<file path="src/rtl/led_seq_pkg.sv">
package led_seq_pkg;
  localparam int STEP_W = 2;
  localparam int LED_W  = 8;

  typedef logic [STEP_W-1:0] step_t;
  typedef logic [LED_W-1:0]  led_t;

  // Step index to LED image; bit 7 is the leftmost LED.
  function automatic led_t step_to_led(input step_t s);
    led_t v;
    case (s)
      2'd0:    v = 8'h00;
      2'd1:    v = 8'h03;
      2'd2:    v = 8'h40;
      default: v = 8'hE8;
    endcase
    return v;
  endfunction
endpackage

</file>
<file path="src/rtl/led_seq_sync.sv">
module led_seq_sync #(
  parameter int STAGES = 2
) (
  input  logic clk,
  input  logic rst_n,
  input  logic din,
  output logic dout
);
  logic [STAGES-1:0] chain_q;

  generate
    for (genvar i = 0; i < STAGES; i++) begin : g_stage
      if (i == 0) begin : g_first
        always_ff @(posedge clk) begin
          if (!rst_n) chain_q[i] <= 1'b0;
          else        chain_q[i] <= din;
        end
      end else begin : g_rest
        always_ff @(posedge clk) begin
          if (!rst_n) chain_q[i] <= 1'b0;
          else        chain_q[i] <= chain_q[i-1];
        end
      end
    end
  endgenerate

  assign dout = chain_q[STAGES-1];
endmodule

</file>
<file path="src/rtl/led_seq_debounce.sv">
module led_seq_debounce #(
  parameter int CYCLES = 500_000
) (
  input  logic clk,
  input  logic rst_n,
  input  logic level_i,
  output logic press_o
);
  localparam int CW = (CYCLES > 1) ? $clog2(CYCLES) : 1;
  localparam logic [CW-1:0] LAST = CW'(CYCLES - 1);

  logic [CW-1:0] cnt_q;
  logic          stable_q;
  logic          stable_d_q;

  // The filtered level follows the input only after CYCLES differing edges in a row.
  always_ff @(posedge clk) begin
    if (!rst_n) begin
      cnt_q    <= '0;
      stable_q <= 1'b0;
    end else if (level_i == stable_q) begin
      cnt_q <= '0;
    end else if (cnt_q == LAST) begin
      cnt_q    <= '0;
      stable_q <= level_i;
    end else begin
      cnt_q <= cnt_q + 1'b1;
    end
  end

  always_ff @(posedge clk) begin
    if (!rst_n) stable_d_q <= 1'b0;
    else        stable_d_q <= stable_q;
  end

  assign press_o = stable_q & ~stable_d_q;
endmodule

</file>
<file path="src/rtl/led_seq_prescaler.sv">
module led_seq_prescaler #(
  parameter int TICK_CYCLES = 50_000_000
) (
  input  logic clk,
  input  logic rst_n,
  input  logic run_i,
  input  logic clear_i,
  output logic tick_o
);
  localparam int CW = (TICK_CYCLES > 1) ? $clog2(TICK_CYCLES) : 1;
  localparam logic [CW-1:0] LAST = CW'(TICK_CYCLES - 1);

  logic [CW-1:0] cnt_q;

  assign tick_o = run_i && (cnt_q == LAST);

  // The count is held while paused and cleared on every toggle.
  always_ff @(posedge clk) begin
    if (!rst_n || clear_i) cnt_q <= '0;
    else if (tick_o)       cnt_q <= '0;
    else if (run_i)        cnt_q <= cnt_q + 1'b1;
  end
endmodule

</file>
<file path="src/rtl/led_seq_stepper.sv">
module led_seq_stepper
  import led_seq_pkg::*;
(
  input  logic clk,
  input  logic rst_n,
  input  logic toggle_i,
  input  logic tick_i,
  output logic run_o,
  output led_t led_o
);
  step_t step_q;
  step_t step_nx;

  always_comb begin
    step_nx = step_q;
    if (tick_i) step_nx = step_q + 1'b1;
  end

  always_ff @(posedge clk) begin
    if (!rst_n) begin
      run_o  <= 1'b0;
      step_q <= '0;
      led_o  <= '0;
    end else begin
      run_o  <= run_o ^ toggle_i;
      step_q <= step_nx;
      led_o  <= step_to_led(step_nx);
    end
  end
endmodule

</file>
<file path="src/rtl/led_pattern_seq.sv">
module led_pattern_seq #(
  parameter int TICK_CYCLES     = 50_000_000,
  parameter int DEBOUNCE_CYCLES = 500_000,
  parameter int SYNC_STAGES     = 2
) (
  input  logic       clk,
  input  logic       rst_n,
  input  logic       btn_raw,
  output logic [7:0] led_o
);
  logic btn_sync_w;
  logic press_w;
  logic run_w;
  logic tick_w;

  led_seq_sync #(.STAGES(SYNC_STAGES)) u_sync (
    .clk(clk), .rst_n(rst_n), .din(btn_raw), .dout(btn_sync_w)
  );

  led_seq_debounce #(.CYCLES(DEBOUNCE_CYCLES)) u_db (
    .clk(clk), .rst_n(rst_n), .level_i(btn_sync_w), .press_o(press_w)
  );

  led_seq_prescaler #(.TICK_CYCLES(TICK_CYCLES)) u_pre (
    .clk(clk), .rst_n(rst_n), .run_i(run_w), .clear_i(press_w), .tick_o(tick_w)
  );

  led_seq_stepper u_step (
    .clk(clk), .rst_n(rst_n), .toggle_i(press_w), .tick_i(tick_w),
    .run_o(run_w), .led_o(led_o)
  );
endmodule

</file>
<file path="config.mk">
export PLATFORM = sky130hd
export DESIGN_NAME = led_pattern_seq
export DESIGN_NICKNAME = d
export VERILOG_FILES = /design/src/rtl/led_seq_pkg.sv /design/src/rtl/led_seq_sync.sv /design/src/rtl/led_seq_debounce.sv /design/src/rtl/led_seq_prescaler.sv /design/src/rtl/led_seq_stepper.sv /design/src/rtl/led_pattern_seq.sv
export SDC_FILE = /design/constraint.sdc
export NUM_CORES = 1
export LEC_CHECK = 0
export ABC_CLOCK_PERIOD_IN_PS = 2100
export BUFFER_PORTS_ARGS = -buffer_cell sky130_fd_sc_hd__buf_2
export CORE_ASPECT_RATIO = 1.4
export CORE_MARGIN = 1
export CORE_UTILIZATION = 25
export DETAILED_ROUTE_END_ITERATION = 7
export GPL_TIMING_DRIVEN = 0
export PLACE_DENSITY = 0.46
export RECOVER_POWER = 100
export SLEW_MARGIN = 20
export SYNTH_ARGS = -nofsm -noshare
export SYNTH_HDL_FRONTEND = slang
export SYNTH_SLANG_ARGS = --single-unit
</file>
<file path="constraint.sdc">
create_clock -name clk -period 2.1 [get_ports clk]
set_clock_uncertainty 0.15 [all_clocks]
set_input_delay 0.315 -clock clk [delete_from_list [all_inputs] [get_ports clk]]
set_output_delay 0.315 -clock clk [all_outputs]
set_load 0.05 [all_outputs]
</file>
# Word level (Yosys, flattened, before mapping)
# Index checks and enable logic that the tools add are counted.
[totals]
romBits = 0
memories = 0
ram_bits = 0
elab_cells = 31
input_bits = 3
latch_bits = 0
register_bits = 60
[op_classes]
n_addsub = 3
bitwise_logic = 5
eq_ne = 5
n_div = 0
order_cmp = 0
shift = 0
muxes = 2
reduce_logical = 7
multipliers = 0
[ops]
columns = ["operator", "count"]
rows = [
  ["adder 26 x 1 -> 26 bit (second input constant)", 1],
  ["equality test 26 bit (second input constant)", 1],
  ["one-hot mux 8 bit (3 select lines)", 1],
  ["adder 19 x 1 -> 19 bit (second input constant)", 1],
  ["equality test 19 bit (second input constant)", 1],
  ["inverter 1 bit", 3],
  ["OR reduction 3 bit", 1],
  ["adder 2 x 1 -> 2 bit (second input constant)", 1],
  ["equality test 2 x 1 -> 1 bit (second input constant)", 1],
  ["equality test 2 bit (second input constant)", 1],
  ["zero test 2 bit", 1],
  ["2-to-1 mux 2 bit", 1],
  ["AND reduction 2 bit", 1],
  ["OR reduction 2 bit", 1],
  ["AND 1 bit", 1],
  ["equality test 1 bit", 1],
  ["logical AND 1 bit", 1],
  ["zero test 1 bit", 1],
  ["logical OR 1 bit", 1],
  ["XOR 1 bit", 1],
]

# Longest topological paths before layout
[depth]
word_depth = 5
mapped_depth = 7
ltp_nobuf = 5

# Modules after synthesis
# From an unflattened synthesis, not the netlist that was laid out.
[unflattened]
cells_unflattened = 282
area_unflattened_um2 = 2543.7
[modules_own_cells]
columns = ["module", "n_inst", "cells_each", "area_each_um2"]
rows = [
  ["led_seq_prescaler", 1, 150, 1333.8],
  ["led_seq_debounce", 1, 106, 947.2],
  ["led_seq_stepper", 1, 22, 210.2],
  ["led_seq_sync", 1, 4, 52.6],
]

# Worst setup path after synthesis
# No wires, ideal clock.
[synth_path]
path_type = "reg-to-reg"
from = "register u_db.cnt_q[0]"
to = "register u_db.cnt_q[10]"
stages_incl_launch_ff = 8
setup_ns = 0.117
arrival_time_ns = 1.607
slack_ns = 0.226
cell_sequence = "dfxtp_1 > ha_1 > and2_1 > clkbuf_1 > nand3_1 > o21bai_1 > buf_2 > nor2_1"
[synth_between]
elab_chain_len = 2
word_cells_on_any_way = 3
[synth_rtl]
columns = ["item", "line", "source"]
rows = [
  ["start, declared", "led_seq_debounce.sv:12", "logic [CW-1:0] cnt_q;"],
  ["start signal, assigned", "led_seq_debounce.sv:27", "cnt_q <= cnt_q + 1'b1;"],
  ["branches (longest 2 deep; another with adder 19 x 1 -> 19 bit)", "-", ""],
]
# Several ways; the timed one is not identified.
# A chain may end at the register's enable or synchronous reset.

# Worst setup path in the final report
[layout_path]
from = "register u_pre.cnt_q[0]"
to = "register u_step.led_o[1]"
[layout_between]
elab_chain_len = 5
word_cells_on_any_way = 7
[layout_rtl]
columns = ["item", "line", "source"]
rows = [
  ["start, declared", "led_seq_prescaler.sv:13", "logic [CW-1:0] cnt_q;"],
  ["start signal, assigned", "led_seq_prescaler.sv:21", "else if (run_i) cnt_q <= cnt_q + 1'b1;"],
  ["equality test 26 bit *", "led_seq_prescaler.sv:15", "assign tick_o = run_i && (cnt_q == LAST);"],
  ["logical AND 1 bit *", "led_seq_prescaler.sv:15", ""],
  ["2-to-1 mux 2 bit *", "led_seq_stepper.sv:16", "if (tick_i) step_nx = step_q + 1'b1;"],
  ["equality test 2 bit, or another cell as far along", "led_seq_pkg.sv:11", "case (s)"],
  ["one-hot mux 8 bit (3 select lines) *", "led_seq_pkg.sv:11", ""],
  ["end signal, assigned", "led_seq_stepper.sv:27", "led_o <= step_to_led(step_nx);"],
  ["end, declared", "led_seq_stepper.sv:9", "output led_t led_o"],
]
# Mark *: on every way between the ends. The rest lies on a longest branch, timed or not.

==> summary.txt <==
Timing
  • Fin crit period: 1.98 ns
  • Final-report hold violation count: 0
  • Max Freq: 505 MHz
  • Slew headroom: 59.1%
  • Actual slew at the worst max-slew pin: 0.617 ns
  • Max Slew Vio Count: 0
  • Setup-failing EPs final: 0
  • Setup tns final: 0 ns
  • Worst Hold Margin: 0.0826 ns
  • Final Cycle Share: between 90% and 100%

Critical path
  • Slowest cell on crit path: or4_4
  • Worst path bufs/invs: 1
  • Crit-path leading delay family: simple AND/OR/NAND/NOR gates
  • Setup slack, reg-to-reg: 0.12 ns
  • Critical Path AT: 2.05 ns
  • Worst setup SP type: flop
  • WS Path Type: reg2reg
  • Slowest Stage Delay on Critical Path: 0.57 ns
  • Crit-path cells: ha_1 > and4_1 > buf_4 > nand4_4 > or4_4 > a21oi_1
  • Crit Path Max Fanout: 7
  • CP Capture Type: flop
  • Required time worst endpoint: 2.18 ns

Floorplanning
  • CORE AREA: 0.00956 mm2
  • Top Ports: 11
  • Die X: 86.2 um
  • DIE HEIGHT: 120 um
  • Die Footprint: 0.0103 mm2
  • FP Rows: 42
  • Initial Util: 25.9%

Global route
  • First-pass GRT wire length: 8500 um
  • Largest net degree at the start of global routing: 17
  • Gr ovfl total: 0
  • Global Route Usage Sum: 10.2%
  • Met3 Usage GRT: under 10%
  • Busiest grt layer: met2
  • Vias in the first global route: 1,867
  • Met1 GRT Util: 12.0%
  • GRT met2 Usage: a little under a fifth
  • Initial antenna violation count: 0

Detailed routing
  • WL/cell: 11.4 um
  • Drc violations: 0
  • Total routed wirelength: approximately 4900 um
  • Post-DR vias/cell: 4.64
  • Drt pass-1 iters: 4
  • Antenna viol nets, final: 0
  • 1st-iter DRT viols: 58
  • DR vias: 1,994

Clocking
  • Root buffer cell: clkbuf_16
  • Worst-Skew Late Latency: 0.29 ns
  • Clk slew on worst S/H paths: 0.07 ns
  • CTS tree: built
  • H-tree depth: 2
  • CTS Hold Bufs: 0
  • Clock buffer count from CTS: 5
  • Sink Count: 55
  • Clk buf depth: 2

Pwr
  • Internal power: 1.49 mW
  • Power Density: 656 mW/mm2
  • Worst vdd ir: between 0.2 and 0.3 mV
  • Part of the power in registers: 55.5%
  • Switch share: a little over a fifth
  • Logic pwr share: 2.0%
  • Leakage: about 0.9 nW
  • NetSw: 0.393 mW
  • Power, Total: 1.89 mW
  • Clock power frac: 42.5%

Logic synthesis
  • Synth top area cells: dfxtp_1 44%, xor2_1 6.0%, a21oi_1 4.2%
  • Yosys reg bits: 55
  • Synth Instances: 280
  • Post-synthesis cell type count: 37
  • Yosys warns: 0
  • Register area share after synthesis: between 40% and 50%
  • Leading area contributor after synthesis: dfxtp_1
  • Area share of the largest cell type after synthesis: 44.4%
  • Syn Std Cell Area: between 0.002 and 0.0025 mm2
  • Synthesized area per cell: slightly below 9 um2

Finish
  • ANT cells: 0
  • Most frequent cells in the layout: 55 x dfxtp_1, 28 x nor2_1, 20 x a21oi_1, 17 x xor2_1, 16 x nand3_1
  • Layout net count: 302
  • Fraction of layout cells with a size suffix above 1: 11.1%
  • Register area: about 0.0011 mm2
  • Multi-input logic area: 0.00130 mm2
  • Fillers: 1,068
  • Synthesis-to-layout area growth: 15.8%
  • Final Util: 30.0%
  • Commonest non-fill, non-tap cell in the layout: dfxtp_1

Place
  • Gpl congestion: 0.699
  • # port buffers: 8
  • Final HPWL DP: around 3500 um

Run status
  • Status: finished clean

Min path
  • Hold WC Path Type: in2reg

Flow run
  • Max Cap Viol: 0
==> metal layers <==
metal | up-vias | share of wire, %
li1 | 1039 | -
met1 | 934 | 47
met2 | 14 | 51
met3 | 7 | 1.8
met4 | 0 | 0.84
met5 | - | 0
==> cells in the mapped netlist (all sizes together) <==
cell type and count:
nand3 17, and2 6, mux2i 1, nand4b 1, xnor2 8, nor3 2
buf 13, conb 1, or4 11, nand2 15, o31ai 10, dfxtp 55
nor4bb 1, nor4 3, o21ai 12, a21boi 2, or3 10, nand2b 3
o21a 2, xor2 17, a21oi 21, ha 2, inv 5, clkbuf 4
o31a 1, nand4 12, nor3b 2, o21bai 1, nor2 28, and3 4
and4 9, nor4b 1
==> power by group through the flow <==
stage	clock [mW]	sequential, mW	combinational [mW]
global placement	0	1.07	0.0357
floorplan	0	1.07	0.0266
detailed placement	0	1.07	0.0355
finish	0.802	1.05	0.0376
CTS	0.828	1.05	0.0389
global route	0.871	1.05	0.0415
==> what timing repair did <==
item | 4_1_cts | 5_1_grt
gates resized for setup | 3 | 9
pin swaps | 1 | 2
setup buffers | 1 | 1
setup endpoints to repair | 30 | 35
==> worst paths after layout <==
kind / start / end / depth (start not counted)
max: u_pre.cnt_q[0] / u_step.led_o[1] / 6
min: btn_raw / u_sync.chain_q[0] / 2
max reg2reg: u_pre.cnt_q[0] / u_step.led_o[1] / 6
min reg2reg: u_db.cnt_q[0] / u_db.cnt_q[0] / 1
==> sequential cells by signal, indices dropped and copies added, names as in the netlist <==
name and cells:
u_step.run_o 1, u_step.step_q 2, u_db.stable_d_q 1, u_db.cnt_q 19
u_db.stable_q 1, u_sync.chain_q 1, u_step.led_o 3, u_pre.cnt_q 26
u_sync.dout 1
==> metrics by stage <==
step | cell area (um2) | std cells | setup WS, ns
4_1_cts | 2860 | 430 | 0.0119
2_1_floorplan | 2480 | 281 | 0.226
6_report | 2870 | 430 | 0.122
3_3_place_gp | 2690 | 421 | -0.264
3_5_place_dp | 2690 | 421 | -0.255
5_1_grt | 2870 | 430 | -0.00753
==> cells by family after synthesis <==
family / Yosys count / share of synthesized area [%]
buffers and inverters: 22 / 4.59
adders and majority gates: 2 / 1.01
AOI/OAI and AO/OA: 49 / 11.7
DFF: 55 / 44.4
muxes: 1 / 0.403
and+or+nand+nor: 125 / 28.9
other: 1 / 0.151
xor gates and xnor gates: 25 / 8.83
==> area by class of cell <==
| type | instances | share of cell area (%) |
|---|---|---|
| clock buffer | 5 | 4.36 |
| clock inverter | 3 | 0.523 |
| inverter | 5 | 0.653 |
| buffer | 16 | 3.40 |
| multi-input combinational | 204 | 45.4 |
| tap | 132 | 5.75 |
| sequential | 55 | 38.3 |
| timing repair buffer | 10 | 1.61 |
(Power assumes the default switching activity.)
